## src/rtl/sdcp_pkg.sv

```systemverilog
package sdcp_pkg;

  // register addresses
  localparam logic [1:0] ADR_CLK  = 2'd0;
  localparam logic [1:0] ADR_PWR  = 2'd1;
  localparam logic [1:0] ADR_BUS  = 2'd2;
  localparam logic [1:0] ADR_NONE = 2'd3;

  // bus-width register bit positions
  localparam int BUS_NARROW_BIT = 0;
  localparam int BUS_WIDE_BIT   = 2;
  localparam int BUS_CAP_BIT    = 3;

  // number of system-clock cycles in one card-clock phase
  function automatic int unsigned phase_cycles(input int unsigned div);
    return div + 1;
  endfunction

endpackage

```

## src/rtl/sdcp_regs.sv

```systemverilog
module sdcp_regs #(
  parameter int DIV_W   = 7,
  parameter int LVL_W   = 4,
  parameter int DATA_W  = 16,
  parameter bit WIDE_OK = 1'b1
) (
  input  logic              clk,
  input  logic              rst_n,
  input  logic              we,
  input  logic [1:0]        addr,
  input  logic [DATA_W-1:0] wdata,
  output logic [DATA_W-1:0] rdata,
  output logic [DIV_W-1:0]  div_o,
  output logic              stop_o,
  output logic              sdm_o,
  output logic              hs_o,
  output logic [LVL_W-1:0]  lvl_o,
  output logic              pon_o,
  output logic              wide_o
);
  import sdcp_pkg::*;

  localparam int SDM_BIT = DIV_W;
  localparam int OFF_BIT = DIV_W + 1;
  localparam int HS_BIT  = DIV_W + 2;
  localparam int PON_BIT = LVL_W;

  logic wr_clk, wr_pwr, wr_bus;
  assign wr_clk = we && (addr == ADR_CLK);
  assign wr_pwr = we && (addr == ADR_PWR);
  assign wr_bus = we && (addr == ADR_BUS);

  always_ff @(posedge clk or negedge rst_n) begin
    if (!rst_n) begin
      div_o  <= '1;
      stop_o <= 1'b1;
      sdm_o  <= 1'b0;
      hs_o   <= 1'b0;
    end else if (wr_clk) begin
      div_o  <= wdata[DIV_W-1:0];
      sdm_o  <= wdata[SDM_BIT];
      stop_o <= wdata[OFF_BIT];
      hs_o   <= wdata[HS_BIT];
    end
  end

  always_ff @(posedge clk or negedge rst_n) begin
    if (!rst_n) begin
      lvl_o <= '0;
      pon_o <= 1'b0;
    end else if (wr_pwr) begin
      lvl_o <= wdata[LVL_W-1:0];
      pon_o <= wdata[PON_BIT];
    end
  end

  generate
    if (WIDE_OK) begin : g_wide
      always_ff @(posedge clk or negedge rst_n) begin
        if (!rst_n)      wide_o <= 1'b0;
        else if (wr_bus) wide_o <= wdata[BUS_WIDE_BIT];
      end
    end else begin : g_narrow
      assign wide_o = 1'b0;
    end
  endgenerate

  generate
    if (DATA_W > HS_BIT + 1) begin : g_spare
      logic unused_hi;
      assign unused_hi = ^wdata[DATA_W-1:HS_BIT+1];
    end
  endgenerate

  always_comb begin
    rdata = '0;
    case (addr)
      ADR_CLK: begin
        rdata[DIV_W-1:0] = div_o;
        rdata[SDM_BIT]   = sdm_o;
        rdata[OFF_BIT]   = stop_o;
        rdata[HS_BIT]    = hs_o;
      end
      ADR_PWR: begin
        rdata[LVL_W-1:0] = lvl_o;
        rdata[PON_BIT]   = pon_o;
      end
      ADR_BUS: begin
        rdata[BUS_NARROW_BIT] = !wide_o;
        rdata[BUS_WIDE_BIT]   = wide_o;
        rdata[BUS_CAP_BIT]    = WIDE_OK;
      end
      default: rdata = '0;
    endcase
  end

  // the power outputs follow the written word one cycle later
  assert_pwr_follow_R6: assert property (@(posedge clk) disable iff (!rst_n)
    wr_pwr |=> (pon_o == $past(wdata[PON_BIT])) && (lvl_o == $past(wdata[LVL_W-1:0])));

  // the width follows bit 2 of the write, gated by the capability
  assert_bus_write_R7: assert property (@(posedge clk) disable iff (!rst_n)
    wr_bus |=> wide_o == ($past(wdata[BUS_WIDE_BIT]) && WIDE_OK));

  // the mode bits are stored
  assert_mode_bits_R8: assert property (@(posedge clk) disable iff (!rst_n)
    wr_clk |=> (hs_o == $past(wdata[HS_BIT])) && (sdm_o == $past(wdata[SDM_BIT])));

  // a write to the unmapped address leaves every register as it was
  assert_unmapped_R9: assert property (@(posedge clk) disable iff (!rst_n)
    (we && addr == ADR_NONE) |=> $stable({div_o, stop_o, sdm_o, hs_o, lvl_o, pon_o, wide_o}));

endmodule

```

## src/rtl/sdcp_clkgen.sv

```systemverilog
module sdcp_clkgen #(
  parameter int DIV_W = 7
) (
  input  logic             clk,
  input  logic             rst_n,
  input  logic [DIV_W-1:0] div_req,
  input  logic             stop_req,
  output logic             sd_clk,
  output logic             rise_stb,
  output logic             fall_stb
);
  import sdcp_pkg::*;

  logic             run_q;
  logic             clk_q;
  logic [DIV_W-1:0] cnt_q;
  logic [DIV_W-1:0] div_q;

  // events brought out for the assertions
  logic half_done, rise_evt, fall_evt, halt_evt;
  assign half_done = (cnt_q == div_q);
  assign rise_evt  = run_q && !clk_q && !stop_req && half_done;
  assign fall_evt  = run_q && clk_q && half_done;
  assign halt_evt  = run_q && !clk_q && stop_req;

  always_ff @(posedge clk or negedge rst_n) begin
    if (!rst_n) begin
      run_q    <= 1'b0;
      clk_q    <= 1'b0;
      cnt_q    <= '0;
      div_q    <= '1;
      rise_stb <= 1'b0;
      fall_stb <= 1'b0;
    end else begin
      rise_stb <= rise_evt;
      fall_stb <= fall_evt;
      if (!run_q) begin
        clk_q <= 1'b0;
        cnt_q <= '0;
        div_q <= div_req;
        if (!stop_req) run_q <= 1'b1;
      end else if (!clk_q) begin
        if (halt_evt) begin
          run_q <= 1'b0;
          cnt_q <= '0;
        end else if (rise_evt) begin
          clk_q <= 1'b1;
          cnt_q <= '0;
        end else begin
          cnt_q <= cnt_q + 1'b1;
        end
      end else begin
        if (fall_evt) begin
          clk_q <= 1'b0;
          cnt_q <= '0;
          div_q <= div_req;
          run_q <= !stop_req;
        end else begin
          cnt_q <= cnt_q + 1'b1;
        end
      end
    end
  end

  assign sd_clk = clk_q;

  // checker counter: length of the current high phase
  logic [DIV_W:0] hi_len;
  always_ff @(posedge clk or negedge rst_n) begin
    if (!rst_n)     hi_len <= '0;
    else if (clk_q) hi_len <= hi_len + 1'b1;
    else            hi_len <= '0;
  end

  // every completed high phase lasts div+1 cycles
  assert_hi_width_R2: assert property (@(posedge clk) disable iff (!rst_n)
    $fell(clk_q) |-> 32'(hi_len) == phase_cycles(32'($past(div_q))));

  // the divider in use changes only at a falling edge or while idle
  assert_div_hold_R3: assert property (@(posedge clk) disable iff (!rst_n)
    !$stable(div_q) |-> ($past(!run_q) || $fell(clk_q)));

  // an idle generator keeps the clock low, and a stop in the low phase halts it
  assert_idle_low_R4: assert property (@(posedge clk) disable iff (!rst_n)
    !run_q |-> !clk_q);
  assert_halt_low_R4: assert property (@(posedge clk) disable iff (!rst_n)
    halt_evt |=> !run_q && !clk_q);

  // strobes mark real edges and never coincide
  assert_strobe_excl_R5: assert property (@(posedge clk) disable iff (!rst_n)
    !(rise_stb && fall_stb));
  assert_rise_mark_R5: assert property (@(posedge clk) disable iff (!rst_n)
    rise_stb |-> $rose(clk_q));
  assert_fall_mark_R5: assert property (@(posedge clk) disable iff (!rst_n)
    fall_stb |-> $fell(clk_q));

endmodule

```

## src/rtl/sdclk_pwr_ctrl.sv

```systemverilog
module sdclk_pwr_ctrl #(
  parameter int DIV_W   = 7,
  parameter int LVL_W   = 4,
  parameter int DATA_W  = 16,
  parameter bit WIDE_OK = 1'b1
) (
  input  logic              clk,
  input  logic              rst_n,
  input  logic              reg_we,
  input  logic [1:0]        reg_addr,
  input  logic [DATA_W-1:0] reg_wdata,
  output logic [DATA_W-1:0] reg_rdata,
  output logic              sd_clk,
  output logic              shift_rise,
  output logic              shift_fall,
  output logic              card_pwr_en,
  output logic [LVL_W-1:0]  card_vlevel,
  output logic              bus_4bit,
  output logic              hs_mode,
  output logic              sd_mode
);

  logic [DIV_W-1:0] div_w;
  logic             stop_w;

  sdcp_regs #(
    .DIV_W  (DIV_W),
    .LVL_W  (LVL_W),
    .DATA_W (DATA_W),
    .WIDE_OK(WIDE_OK)
  ) u_regs (
    .clk   (clk),
    .rst_n (rst_n),
    .we    (reg_we),
    .addr  (reg_addr),
    .wdata (reg_wdata),
    .rdata (reg_rdata),
    .div_o (div_w),
    .stop_o(stop_w),
    .sdm_o (sd_mode),
    .hs_o  (hs_mode),
    .lvl_o (card_vlevel),
    .pon_o (card_pwr_en),
    .wide_o(bus_4bit)
  );

  sdcp_clkgen #(
    .DIV_W(DIV_W)
  ) u_clkgen (
    .clk     (clk),
    .rst_n   (rst_n),
    .div_req (div_w),
    .stop_req(stop_w),
    .sd_clk  (sd_clk),
    .rise_stb(shift_rise),
    .fall_stb(shift_fall)
  );

endmodule

```

## config.mk

```make
export PLATFORM = sky130hd
export DESIGN_NAME = sdclk_pwr_ctrl
export DESIGN_NICKNAME = d
export VERILOG_FILES = /design/src/rtl/sdcp_pkg.sv /design/src/rtl/sdcp_regs.sv /design/src/rtl/sdcp_clkgen.sv /design/src/rtl/sdclk_pwr_ctrl.sv
export SDC_FILE = /design/constraint.sdc
export NUM_CORES = 1
export LEC_CHECK = 0
export BUFFER_PORTS_ARGS = -buffer_cell sky130_fd_sc_hd__buf_2
export CAP_MARGIN = 10
export CORE_AREA = 4 4 65 67
export CTS_BUF_LIST = sky130_fd_sc_hd__clkbuf_2 sky130_fd_sc_hd__clkbuf_4 sky130_fd_sc_hd__clkbuf_8
export DETAILED_ROUTE_END_ITERATION = 6
export DIE_AREA = 0 0 69 71
export GPL_TIMING_DRIVEN = 0
export PLACE_DENSITY_LB_ADDON = 0.12
export SYNTH_ARGS = -nofsm -noshare
export SYNTH_HDL_FRONTEND = slang
export SYNTH_HIERARCHICAL = 1
export SYNTH_SLANG_ARGS = --single-unit
```

## constraint.sdc

```tcl
create_clock -name clk -period 2.5 [get_ports clk]
set_input_delay 0.125 -clock clk [delete_from_list [all_inputs] [get_ports clk]]
set_output_delay 0.125 -clock clk [all_outputs]
set_load 0.01 [all_outputs]
```

==> results of run 1 <==
routing by layer:
layer / up-vias / GRT usage / part of all wire
li1: 520 / - / -
met1: 506 / 0.1545 / 0.44
met2: 31 / 0.2097 / 0.48
met3: 5 / 0.05398 / 0.065
met4: 0 / 0.03905 / 0.013
met5: - / 0 / 0
final timing paths:
path / start / end / slack, ps / depth (start not counted)
max: u_clkgen/div_q[2]$_DFFE_PN1P_ / u_clkgen/div_q[3]$_DFFE_PN1P_ / 720 / 4
min: reg_wdata[9] / u_regs/hs_o$_DFFE_PN0P_ / 80 / 2
max reg2reg: u_clkgen/div_q[2]$_DFFE_PN1P_ / u_clkgen/div_q[3]$_DFFE_PN1P_ / 720 / 4
min reg2reg: u_regs/stop_o$_DFFE_PN1P_ / u_clkgen/run_q$_DFF_PN0_ / 490 / 1
max in group asynchronous: rst_n / u_regs/pon_o$_DFFE_PN0P_ / 1600 / 2
min in group asynchronous: rst_n / u_clkgen/rise_stb$_DFF_PN0_ / 430 / 2
worst reg2reg max path, cell delays in order, from the launching register on:
cell	delay [ps]
dfstp_2	550
xnor2_1	140
nand4_2	200
o31ai_4	450
mux2_2	380
cells in the final DEF (no fill, tap or decap), types with 2 or more instances in the layout:
cell	n
and2_1	5
buf_2	35
buf_4	7
buf_6	2
clkbuf_8	8
conb_1	6
dfrtp_1	19
dfstp_2	15
inv_1	3
mux2_2	23
mux2i_1	5
nand2_1	2
nand2b_1	2
nand3_1	4
nor2_1	13
o22ai_1	2
xnor2_1	10
xor2_1	2
kinds of logic after synthesis:
kind of cell | count (synthesis)
simple gates | 34
xor+xnor | 12
mux | 28
other cells | 1
compound gates | 7
flops | 34
fa+ha+maj | 1
buf+inv | 12
cell type report:
cell class	instances	area, µm²	share of cell area
sequential	34	869.6	0.4317
multi-input combinational	88	703.2	0.3491
timing repair buffer	36	185.2	0.09193
clock buffer	8	110.1	0.05466
buffer	9	75.07	0.03727
tap	48	60.06	0.02981
inverter	3	11.26	0.005590
power breakdown:
part	total, mW	internal (mW)	switching (mW)
Sequential	0.800	0.714	0.0856
Combinational	0.372	0.203	0.170
Clock	0.465	0.278	0.187
Total	1.64	1.19	0.442
sequential cells by signal (all words and copies together), names as in the netlist, 4 cells and up:
name	cells
u_regs/lvl_o	4
u_clkgen/div_q	7
u_clkgen/cnt_q	7
u_regs/div_o	7
metrics by stage:
| step | hold slack (ps) | power, mW | utilization |
|---|---|---|---|
| floorplan | -170.6 | 1.063 | - |
| global placement | 220.6 | 1.175 | 0.5214 |
| detailed placement | 226.5 | 1.187 | 0.5214 |
| CTS | 72.12 | 1.661 | 0.5544 |
| global route | 65.41 | 1.743 | 0.5544 |
| finish | 80.85 | 1.637 | 0.5544 |
==> flow_summary_export.csv, run 1 <==
group,metric,value,unit
final_layout,fillCellCount,341,
floorplanning,die_h,71,µm
worst_setup_path,path_cells,"xnor2_1 > nand4_2 > o31ai_4 > mux2_2",
sta,tightest_slew,717.4,ps
sta,timing.fmax,560.9,MHz
final_layout,drive_above_1_share,0.5393,
detailed_routing,post_drt_wl_per_cell,12.51,µm
floorplanning,die_area,4899,µm²
yosys,synth_edf_count,0,
place,placed_cell_area,1894,µm²
worst_setup_path,crit_path_end_kind,"register",
final_layout,diodes,0,
sta,maxSlewHeadroom,0.5217,
sta,skew,7.411,ps
place,gp_congestion,0.7329,
cts,postCtsHoldBufs,1,
worst_setup_path,path_buf_inv,0,
yosys,yosysSeqAreaShare,0.5301,
floorplanning,num_rows,22,
yosys,synth-compound-area-share,0.03432,
worst_setup_path,path_delay_family,"flip-flops",
sta,finalSetupViolCount,0,
sta,hold_viol,0,
global_route,grt_max_degree,35,
worst_setup_path,slowest_stage,"dfstp_2",
global_route,grt.total_usage,0.1283,
final_layout,final_cell_area,2014,µm²
detailed_routing,ant_nets,0,
detailed_routing,viasPerCell,4.699,
place,place_ws,703.6,ps
detailed_routing,initialDrtViolationCount,35,
worst_setup_path,cp-start-kind,"register",
yosys,synthFlopType,"dfrtp_1",
cts,cts.sinks,34,
global_route,grt_pass1_wl,5030,µm
yosys,avgSynthCellArea,12.72,µm²
place,place_inst,217,
sta,slew_viol_final,0,
yosys,synth_top_family_by_area,"multiplexers",
global_route,antenna_found_initial,0,
worst_setup_path,critical_path.max_fanout,7,
hold_path,hp-class,"in2reg",
cts,cts_buffer_depth,2,
yosys,yosys.area.top_type,"dfrtp_1",
global_route,grt_pass1_vias,1120,
sta,rsz0062_at_grt,"false",
cts,htree_num_levels,2,
sta,timing.final.crit_share,0.7132,
floorplanning,start_util,0.4514,
sta,final.min_clock_period,1783,ps
cts,cts_tree,"yes",
yosys,synthTopCellsByCount,"23 x mux2_2, 19 x dfrtp_1, 15 x dfstp_2",
power,power_density,812.8,nW/µm²
job,cap_violations,0,
yosys,yosys.area_share.xor_xnor,0.06407,
yosys,ys_seq_elements,34,
outcome,outcome,"finished clean",
sta,fin_tns_setup,0,ps
yosys,synthAdderAreaFrac,0.007628,
global_route,grt_overflow,0,
floorplanning,io_pins,48,
worst_setup_path,max_stage_delay,550,ps
yosys,syn_inst,129,
yosys,synth_area_leaders,"dfrtp_1 29%, dfstp_2 24%, mux2_2 16%, xnor2_1 5.3%, buf_4 3.2%",
worst_setup_path,cp.required,2710,ps
final_layout,finalNetCount,199,
final_layout,synthToLayoutAreaGrowth,22.81,%
yosys,yosys_warnings,6,
sta,setup_ws,717.1,ps
yosys,syn_area,1640,µm²
floorplanning,die_x,69,µm
yosys,synth-simple-area-share,0.1205,
worst_setup_path,arrival,1990,ps
yosys,synth.distinct_cells,30,
power,irDropWorstVdd,0.4172,mV
detailed_routing,drcViolationCount,0,
detailed_routing,firstDrtPassIters,4,
detailed_routing,wirelength,2827,µm
detailed_routing,vias,1062,
yosys,synthMuxAreaShare,0.1884,
cts,post-cts-setup-buffer-count,0,
power,p_leak,0.9399,nW
floorplanning,core_area,3633,µm²
yosys,postSynth.asyncResetShare,1.000,
yosys,synth.most_common_cell,"mux2_2",
final_layout,instances_no_fill,226,
cts,post_cts_resized,0,
place,io_buffers,35,
cts,clkTransAtPathRegs,60,ps
yosys,synth_top_area_share,0.2899,
cts,clk_latency,280,ps
worst_setup_path,criticalPathCategory,"reg2reg",
cts,cts_buffers,5,
cts,cts_root_buf,"clkbuf_8",
place,hpwl,2146,µm
No activity file was read; power rests on OpenSTA's default activity.
==> run 2: changes to the inputs <==
clock period = 1.9 ns   (was 2.5 ns; I/O delays follow)
==> run 2 against run 1 <==
  * Wire length is 0.42% higher
  * Register-to-register slack got worse by 580 ps
  * Sequential cell count unchanged
  * Worst setup slack lost 580 ps
  * Maximum frequency up 1.4%
  * Combinational power rose by 37%
  * Non-clock buffer count increased by 1
  * Critical path type unchanged
  * Critical endpoint unchanged
  * Highest routed layer unchanged
==> flow_summary_export.csv, run 2 (synthesized netlist as in run 1, its figures left out) <==
group,metric,value,unit
power,power,2.174,mW
detailed_routing,initialDrtViolationCount,34,
floorplanning,io_pins,48,
final_layout,synthToLayoutAreaGrowth,24.03,%
final_layout,mostFrequentLayoutCells,"35 x buf_2, 23 x mux2_2, 19 x dfrtp_1, 15 x dfstp_2, 13 x nor2_1",
cts,cts_buffers,5,
detailed_routing,vias,1064,
cts,clk_latency,280,ps
global_route,antenna_found_initial,0,
sta,finalSetupViolCount,0,
power,p_clk_frac,0.281,
power,p_leak,0.9492,nW
detailed_routing,viasPerCell,4.687,
floorplanning,num_rows,22,
cts,clkTransAtPathRegs,60,ps
cts,cts.sinks,34,
floorplanning,die_x,69,µm
worst_setup_path,crit_path_end_kind,"register",
hold_path,hp-class,"in2reg",
final_layout,fin_util,0.5599,
detailed_routing,post_drt_wl_per_cell,12.51,µm
worst_setup_path,arrival,1970,ps
job,cap_violations,0,
detailed_routing,firstDrtPassIters,4,
detailed_routing,ant_nets,0,
power,switching_share,0.2693,
final_layout,layout_commonest_cell,"buf_2",
power,p_switching,0.5856,mW
floorplanning,start_util,0.4514,
sta,maxSlewHeadroom,0.5198,
worst_setup_path,reg2reg_slack,140,ps
sta,final.min_clock_period,1758,ps
global_route,grt.total_usage,0.1283,
worst_setup_path,slowest_stage,"dfstp_2",
power,power_density,1069,nW/µm²
floorplanning,core_area,3633,µm²
worst_setup_path,cp-start-kind,"register",
floorplanning,die_area,4899,µm²
floorplanning,die_h,71,µm
place,gp_congestion,0.7329,
cts,cts_buffer_depth,2,
sta,rsz0062_at_grt,"false",
final_layout,finalNetCount,200,
sta,skew,6.816,ps
place,io_buffers,35,
cts,htree_num_levels,2,
worst_setup_path,max_stage_delay,540,ps
worst_setup_path,cp.required,2110,ps
global_route,grt_max_degree,35,
power,p_int,1.589,mW
power,seq_power_share,0.484,
sta,slew_viol_final,0,
global_route,grt_pass1_vias,1120,
worst_setup_path,critical_path.max_fanout,7,
global_route,grt_overflow,0,
worst_setup_path,criticalPathCategory,"reg2reg",
sta,timing.final.crit_share,0.9254,
power,irDropWorstVdd,0.5495,mV
detailed_routing,drcViolationCount,0,
sta,fin_tns_setup,0,ps
cts,cts_tree,"yes",
cts,cts_root_buf,"clkbuf_8",
worst_setup_path,path_delay_family,"flip-flops",
detailed_routing,wirelength,2839,µm
sta,timing.fmax,568.8,MHz
worst_setup_path,path_buf_inv,1,
global_route,grt_pass1_wl,5030,µm
final_layout,top_regs,"u_clkgen/cnt_q (7), u_clkgen/div_q (7), u_regs/div_o (7)",
power,p_comb_frac,0.235,
sta,tightest_slew,720.4,ps
final_layout,diodes,0,
place,hpwl,2146,µm
sta,hold_viol,0,
final_layout,drive_above_1_share,0.5419,
worst_setup_path,path_cells,"xnor2_1 > nand4_2 > o31ai_4 > buf_12 > mux2_2",
outcome,outcome,"finished clean",
run 2: changes by cell type in the layout (fill, tap and decap cells not counted), sizes merged:
cell / delta
buf: +1
run 2: layer usage:
metal  vias to the layer above  GRT usage  wire [µm]
met5                         -          0          0
met4                         0    0.03905         38
met3                         5    0.05398        185
met2                        31     0.2097       1342
met1                       506     0.1545       1273
li1                        522          -          -
run 2: layout make-up:
type	count	area, µm²
Buffer	9	75.07
Clock buffer	8	110.1
Multi-Input combinational cell	88	703.2
Fill cell	337	1599
Sequential cell	34	869.6
Timing Repair Buffer	37	205.2
Tap cell	48	60.06
Inverter	3	11.26
run 2: timing repair:
item	CTS	global route
gates resized for setup	0	0
setup buffers	0	1
hold buffers	1	0
endpoints found under the hold margin	19	0
setup endpoints to repair	0	6
run 2: per-stage QoR:
stage / std cells / hold slack, ps / area (µm²) / setup slack, ps
2_1_floorplan: 134 / -200.6 / 1659 / 268.0
3_3_place_gp: 217 / 190.6 / 1894 / 132.5
3_5_place_dp: 217 / 196.5 / 1894 / 103.6
4_1_cts: 226 / 42.12 / 2014 / 90.42
5_1_grt: 227 / 35.41 / 2034 / 61.60
6_report: 227 / 50.59 / 2034 / 141.8
run 2: power by group through the flow:
stage	sequential (mW)	combinational (mW)	clock (mW)
2_1_floorplan	1.05	0.347	0
3_3_place_gp	1.06	0.485	0
3_5_place_dp	1.07	0.494	0
4_1_cts	1.06	0.498	0.630
5_1_grt	1.08	0.568	0.667
6_report	1.05	0.511	0.612
run 2: worst paths after layout:
| kind | to | from | depth (start not counted) |
|---|---|---|---|
| hold / removal | u_regs/hs_o$_DFFE_PN0P_ | reg_wdata[9] | 2 |
| min in group asynchronous | u_clkgen/cnt_q[1]$_DFF_PN0_ | rst_n | 2 |
| setup reg to reg | u_clkgen/div_q[3]$_DFFE_PN1P_ | u_clkgen/div_q[2]$_DFFE_PN1P_ | 5 |
| setup / recovery | u_clkgen/div_q[3]$_DFFE_PN1P_ | u_clkgen/div_q[2]$_DFFE_PN1P_ | 5 |
| max in group asynchronous | u_regs/pon_o$_DFFE_PN0P_ | rst_n | 2 |
| hold reg to reg | u_clkgen/run_q$_DFF_PN0_ | u_regs/stop_o$_DFFE_PN1P_ | 1 |
